===== config.mk =====
export PLATFORM = sky130hd
export DESIGN_NAME = pagechk_top
export DESIGN_NICKNAME = d
export VERILOG_FILES = /design/src/rtl/pagechk_pkg.sv /design/src/rtl/pagechk_rights.sv /design/src/rtl/pagechk_pid_match.sv /design/src/rtl/pagechk_fault_chain.sv /design/src/rtl/pagechk_top.sv
export SDC_FILE = /design/constraint.sdc
export NUM_CORES = 1
export LEC_CHECK = 0
export BUFFER_PORTS_ARGS = -buffer_cell sky130_fd_sc_hd__buf_4
export CAP_MARGIN = 20
export CORE_ASPECT_RATIO = 0.7
export CORE_MARGIN = 8
export CORE_UTILIZATION = 25
export CTS_BUF_LIST = sky130_fd_sc_hd__clkbuf_4
export DETAILED_ROUTE_END_ITERATION = 10
export SETUP_SLACK_MARGIN = 0.02
export SYNTH_ARGS = -nofsm -noshare
export SYNTH_HDL_FRONTEND = slang
export SYNTH_SLANG_ARGS = --single-unit

===== constraint.sdc =====
create_clock -name clk -period 1.1 [get_ports clk]
set_clock_uncertainty 0.2 [all_clocks]
set_input_delay 0.055 -clock clk [delete_from_list [all_inputs] [get_ports clk]]
set_output_delay 0.055 -clock clk [all_outputs]
set_load 0.03 [all_outputs]

===== src/rtl/pagechk_pkg.sv =====
package pagechk_pkg;

    typedef enum logic [1:0] {
        ACC_NONE  = 2'd0,
        ACC_READ  = 2'd1,
        ACC_WRITE = 2'd2,
        ACC_EXEC  = 2'd3
    } acc_e;

    typedef enum logic [3:0] {
        FLT_NONE      = 4'd0,
        FLT_IMISS     = 4'd1,
        FLT_DMISS     = 4'd2,
        FLT_PID_WRITE = 4'd3,
        FLT_IPROT     = 4'd4,
        FLT_DRIGHTS   = 4'd5,
        FLT_DIRTY     = 4'd6,
        FLT_BREAK     = 4'd7,
        FLT_PAGEREF   = 4'd8
    } fault_e;

    localparam int PERM_R = 0;
    localparam int PERM_W = 1;
    localparam int PERM_X = 2;

endpackage


===== src/rtl/pagechk_rights.sv =====
module pagechk_rights #(
    parameter int PL_W = 2
) (
    input  logic [PL_W-1:0] priv,
    input  logic [PL_W-1:0] pl1,
    input  logic [PL_W-1:0] pl2,
    input  logic [2:0]      rtype,
    output logic [2:0]      perm
);
    import pagechk_pkg::*;

    logic rd_ok, wr_ok, ex_ok;

    always_comb begin
        rd_ok = (priv <= pl1);
        wr_ok = (priv <= pl2);
        ex_ok = (pl2 <= priv) && (priv <= pl1);
        perm  = '0;
        unique case (rtype)
            3'd0: perm[PERM_R] = rd_ok;
            3'd1: begin
                perm[PERM_R] = rd_ok;
                perm[PERM_W] = wr_ok;
            end
            3'd2: begin
                perm[PERM_R] = rd_ok;
                perm[PERM_X] = ex_ok;
            end
            3'd3: begin
                perm[PERM_R] = rd_ok;
                perm[PERM_W] = wr_ok;
                perm[PERM_X] = ex_ok;
            end
            default: perm[PERM_X] = ex_ok;
        endcase
    end

endmodule


===== src/rtl/pagechk_pid_match.sv =====
module pagechk_pid_match #(
    parameter int AID_W   = 18,
    parameter int NUM_PID = 4,
    localparam int PID_W  = AID_W + 1
) (
    input  logic [AID_W-1:0]         aid,
    input  logic                     chk_en,
    input  logic [NUM_PID*PID_W-1:0] pid_regs,
    output logic                     match
);
    logic [PID_W-1:0]   key;
    logic [NUM_PID-1:0] slot_hit;

    assign key = {aid, 1'b1};

    for (genvar g = 0; g < NUM_PID; g++) begin : g_slot
        assign slot_hit[g] = (pid_regs[g*PID_W +: PID_W] == key);
    end

    assign match = chk_en && (aid != '0) && (|slot_hit);

endmodule


===== src/rtl/pagechk_fault_chain.sv =====
module pagechk_fault_chain (
    input  pagechk_pkg::acc_e   acc,
    input  logic [2:0]          base_perm,
    input  logic                pid_hit,
    input  logic                dirty,
    input  logic                brk,
    input  logic                ref_trap,
    output logic [2:0]          perm,
    output pagechk_pkg::fault_e fault
);
    import pagechk_pkg::*;

    logic       done;
    logic [2:0] need;

    always_comb begin
        perm  = base_perm;
        fault = FLT_NONE;
        done  = 1'b0;
        need  = '0;

        // stage 1: protection-id suppression
        if (pid_hit) begin
            perm[PERM_W] = 1'b0;
            if (acc == ACC_WRITE) begin
                fault = FLT_PID_WRITE;
                done  = 1'b1;
            end
        end

        // stage 2: a non-access takes the translation as is
        if (!done && acc == ACC_NONE) begin
            done = 1'b1;
        end

        // stage 3: requested right must be present
        if (!done) begin
            unique case (acc)
                ACC_READ:  need = 3'b001;
                ACC_WRITE: need = 3'b010;
                default:   need = 3'b100;
            endcase
            if ((perm & need) == '0) begin
                fault = (acc == ACC_EXEC) ? FLT_IPROT : FLT_DRIGHTS;
                done  = 1'b1;
            end
        end

        // stage 4: dirty, break, reference; later overrides earlier
        if (!done) begin
            if (!dirty) begin
                if (acc == ACC_WRITE) fault = FLT_DIRTY;
                perm[PERM_W] = 1'b0;
            end
            if (brk) begin
                if (acc == ACC_WRITE) fault = FLT_BREAK;
                perm[PERM_W] = 1'b0;
            end
            if (ref_trap) begin
                if (acc != ACC_EXEC) fault = FLT_PAGEREF;
                perm[PERM_R] = 1'b0;
                perm[PERM_W] = 1'b0;
            end
        end
    end

endmodule


===== src/rtl/pagechk_top.sv =====
module pagechk_top #(
    parameter int ADDR_W  = 32,
    parameter int AID_W   = 18,
    parameter int PL_W    = 2,
    parameter int NUM_PID = 4,
    localparam int PID_W  = AID_W + 1
) (
    input  logic                     clk,
    input  logic                     rst_n,
    input  logic                     in_valid,
    input  logic                     xlat_off,
    input  logic                     lk_hit,
    input  logic                     lk_valid,
    input  logic [ADDR_W-1:0]        lk_pbase,
    input  logic [ADDR_W-1:0]        lk_vstart,
    input  logic [AID_W-1:0]         lk_aid,
    input  logic [PL_W-1:0]          lk_pl1,
    input  logic [PL_W-1:0]          lk_pl2,
    input  logic [2:0]               lk_rtype,
    input  logic                     lk_brk,
    input  logic                     lk_dirty,
    input  logic                     lk_ref,
    input  logic [ADDR_W-1:0]        req_va,
    input  logic [PL_W-1:0]          cur_priv,
    input  logic                     pid_chk_en,
    input  logic [NUM_PID*PID_W-1:0] pid_regs,
    input  logic [1:0]               acc_type,
    output logic                     out_valid,
    output logic [ADDR_W-1:0]        out_pa,
    output logic [2:0]               out_perm,
    output logic [3:0]               out_fault
);
    import pagechk_pkg::*;

    typedef struct packed {
        logic              vld;
        logic [ADDR_W-1:0] pa;
        logic [2:0]        perm;
        fault_e            fault;
    } res_t;

    res_t       res_d, res_q;
    acc_e       acc;
    logic [2:0] base_perm;
    logic       pid_hit;
    logic [2:0] chain_perm;
    fault_e     chain_fault;

    assign acc = acc_e'(acc_type);

    pagechk_rights #(.PL_W(PL_W)) u_rights (
        .priv  (cur_priv),
        .pl1   (lk_pl1),
        .pl2   (lk_pl2),
        .rtype (lk_rtype),
        .perm  (base_perm)
    );

    pagechk_pid_match #(.AID_W(AID_W), .NUM_PID(NUM_PID)) u_pid (
        .aid      (lk_aid),
        .chk_en   (pid_chk_en),
        .pid_regs (pid_regs),
        .match    (pid_hit)
    );

    pagechk_fault_chain u_chain (
        .acc       (acc),
        .base_perm (base_perm),
        .pid_hit   (pid_hit),
        .dirty     (lk_dirty),
        .brk       (lk_brk),
        .ref_trap  (lk_ref),
        .perm      (chain_perm),
        .fault     (chain_fault)
    );

    always_comb begin
        res_d     = res_q;
        res_d.vld = in_valid;
        if (in_valid) begin
            if (xlat_off) begin
                res_d.pa    = req_va;
                res_d.perm  = 3'b111;
                res_d.fault = FLT_NONE;
            end else if (!lk_hit || !lk_valid) begin
                res_d.pa    = '0;
                res_d.perm  = '0;
                res_d.fault = (acc == ACC_EXEC) ? FLT_IMISS : FLT_DMISS;
            end else begin
                res_d.pa    = lk_pbase + (req_va - lk_vstart);
                res_d.perm  = chain_perm;
                res_d.fault = chain_fault;
            end
        end
    end

    always_ff @(posedge clk or negedge rst_n) begin
        if (!rst_n) begin
            res_q <= '{vld: 1'b0, pa: '0, perm: '0, fault: FLT_NONE};
        end else begin
            res_q <= res_d;
        end
    end

    assign out_valid = res_q.vld;
    assign out_pa    = res_q.pa;
    assign out_perm  = res_q.perm;
    assign out_fault = res_q.fault;

endmodule


==> run metrics <==
switching fraction of total power=41.1%; Reg power frac=17.2%; Hold Path Class=in2reg; final WL=23.3 mm; Clk pwr share=7.8%; Worst Hold Slack=-0.201 ns; # setup viols final=77; I/O pins=251; hold depth=2; setup TNS=-47.10 ns; Placed Area=9200 sq um; Sink Count=40; R2R depth=4; Worst Tran Pin Value=0.462 ns; CTS Buf Count=5; worst-skew pair later-pin latency=0.35 ns; Peak VDD IR=479 uV; final period utilization=257%; r2r setup slk=-0.01 ns; total core area=21800 sq um; # diodes=0; RSZ-0062 raised after global routing=true; grt ovf=0; Fin. Hold Viols=23; via count=6513; Die Wd=195 microns; HP Start=in_valid; Hold EP=out_perm[2]; post-synthesis sequential area ratio=17.9%; hpwl dp=19.1 mm; DR iter-0 viols=221; Arr. time, crit path=2.92 ns; Cell Area, Synth=5600 sq um; largest net degree at the start of global routing=32; met2 WL=10.6 mm; most frequent cells in the layout=359 x buf_4, 116 x inv_1, 83 x buf_6; total design power=10.3 mW; fin nets=1448; drt drc=0; switching power=4.24 mW; Buffers on Ports=250; clock root cell=clkbuf_4; combinational share of power=75.0%; first-pass GRT wire length=35.9 mm; Slew Limit Headroom=69.2%; CTS max path bufs=2; Rows=45; crit-path max FO=5; Primary FF master, synth=dfrtp_1; mean post-synth cell area=7.90 sq um; Met3 Wirelength=1.56 mm; power density cells=942 nW/um^2; TritonCTS clock tree=built; H-Tree Depth=2; most common cell after layout, fill and taps aside=buf_4; RD Place Congestion=0.872; vias in the first global route=6774; initial antenna violation count=0; Slew Limit Fails=0; Post-synth ARST share=100%; Non-Filler Instances=1448; Critical Path RT=1.19 ns; met1 wire length=11.0 mm; worst setup margin=-1.73 ns; EDFF count, synth=0; Setup CP Type=in2reg; YS warnings=0; total global-route track usage=16.0%; Starting Density=25.6%; Seq cells post-synth=40; startpoint types=primary input; worst reg2reg startpoint=out_pa[5]; P_int=6.07 mW; Max Cap Viol=0; violated checks=hold timing, setup timing; worst flop-to-flop path endpoint=out_pa[5]; die footprint=27500 sq um; Final Cell Area=10900 sq um; DR vias/cell=4.50; Unique masters post-synth=59; Post-DRT Antenna Nets=0; Syn-to-layout area delta=95.5%; layout cells sized above 1=52.1%; 1st-pass router iterations=4; min Tclk post-route=2.83 ns; Pleak=5.36 nW; endpoint class of the critical path=flip-flop; Clock Pin Slew Worst Setup and Hold Paths=0.13 ns; top routing layer in use=met4; placed cell count=1353; Syn Inst Count=708; fmax=0.354 GHz; run status=finished, violations left; chip height=141 microns; Routed WL per cell=16.1 microns; Syn Nets=991
==> power by group through the flow <==
stage	Combinational (mW)	Clock, mW	Sequential [mW]
finish	7.72	0.805	1.78
global route	8.35	0.923	1.80
CTS	7.00	0.859	1.77
detailed placement	6.07	0	1.77
global placement	6.00	0	1.77
floorplan	3.11	0	2.10
==> critical path, cell delays in order <==
cell and delay, ns:
buf_8 0.09, clkinv_8 0.04, fa_2 0.59, inv_2 0.05, ha_4 0.29, nand2_1 0.08
a32oi_2 0.25, a21oi_4 0.07, o311ai_4 0.36, a21oi_2 0.11, or2_4 0.28, o31ai_4 0.25
xor2_1 0.17, a22oi_1 0.08, a21oi_1 0.16
==> per-layer routing <==
| layer | vias up | track usage, % |
|---|---|---|
| li1 | 3247 | - |
| met3 | 12 | 4.23 |
| met1 | 3076 | 22.3 |
| met4 | 0 | 1.67 |
| met5 | - | 0 |
| met2 | 178 | 25.3 |
==> sequential cells by signal, indices dropped and copies added, names as in the netlist <==
| register | count |
|---|---|
| out_fault | 4 |
| out_pa | 32 |
| out_perm | 3 |
| out_valid | 1 |
==> metrics by stage <==
step | hold slack [ns] | setup slack, ns | util, %
global route | -0.189 | -1.82 | 50.1
detailed placement | -0.260 | -2.20 | 42.1
finish | -0.201 | -1.73 | 50.1
global placement | -0.259 | -2.12 | 42.1
CTS | -0.149 | -1.64 | 47.4
floorplan | -0.441 | -1.80 | -
==> cell usage after synthesis, drive strengths merged, types with 2 or more instances <==
cell type  instances  area (sq um)
a21o              20           150
nor2              42           158
clkbuf            29           109
a31oi              6          43.8
o211ai             3          22.5
nor2b              4          25.0
nand2b             4          25.0
and3               3          18.8
inv              142           533
xnor2             46           403
nor3               7          35.0
o21bai             4          30.0
or2                2          12.5
a22oi             19           143
xor2              57           499
nand4b             2          17.5
o21a               6          52.6
o31ai              2          20.0
o221ai             5          43.8
o21ai             19          95.1
nand3             11          55.1
o311ai             3          33.8
ha                41           513
a21oi             64           332
mux2i              3          30.0
nand4             17           106
fa                31           621
nand2             27           101
a32oi              2          17.5
o32ai              4          35.0
a211oi             3          27.5
nor3b              3          22.5
dfrtp             40          1000
nor4              12          75.1
buf                8          41.3
or3                2          12.5
==> cell type report <==
type                            instances  area (sq um)
Fill cell                            2053         10900
Multi-Input combinational cell        489          4830
Timing Repair Buffer                  487          4140
Sequential cell                        40          1000
Inverter                              142           566
Tap cell                              282           353
Clock buffer                            5          37.5
Clock inverter                          3          13.8
==> kinds of logic (layout without fill, tap and decap cells) <==
kind of cell | count (synthesis) | in the layout | synth area share (%)
compound gates | 171 | 171 | 20.6
flops | 40 | 40 | 17.9
mux | 3 | 3 | 0.537
simple gates | 140 | 140 | 12.4
buf+inv | 179 | 637 | 12.2
xor+xnor | 103 | 103 | 16.1
fa+ha+maj | 72 | 72 | 20.3
==> what timing repair did <==
action | CTS | global route
hold endpoints to repair | 79 | 23
setup endpoints to repair | 78 | 80
pin swaps | 69 | 70
hold buffers | 37 | 2
setup buffers | 30 | 25
gates resized for setup | 138 | 72
==> worst max path at each step <==
stage                 end  slack (ns)   startpoint
2_1_floorplan  out_pa[31]       -1.80  lk_pbase[7]
3_3_place_gp   out_pa[31]       -2.12  lk_pbase[7]
3_5_place_dp   out_pa[31]       -2.20  lk_pbase[7]
4_1_cts        out_pa[28]       -1.64  lk_pbase[4]
5_1_grt        out_pa[31]       -1.82  lk_pbase[7]
6_report       out_pa[28]       -1.73  lk_pbase[7]
Note: power is estimated with default switching activity, not from simulation.
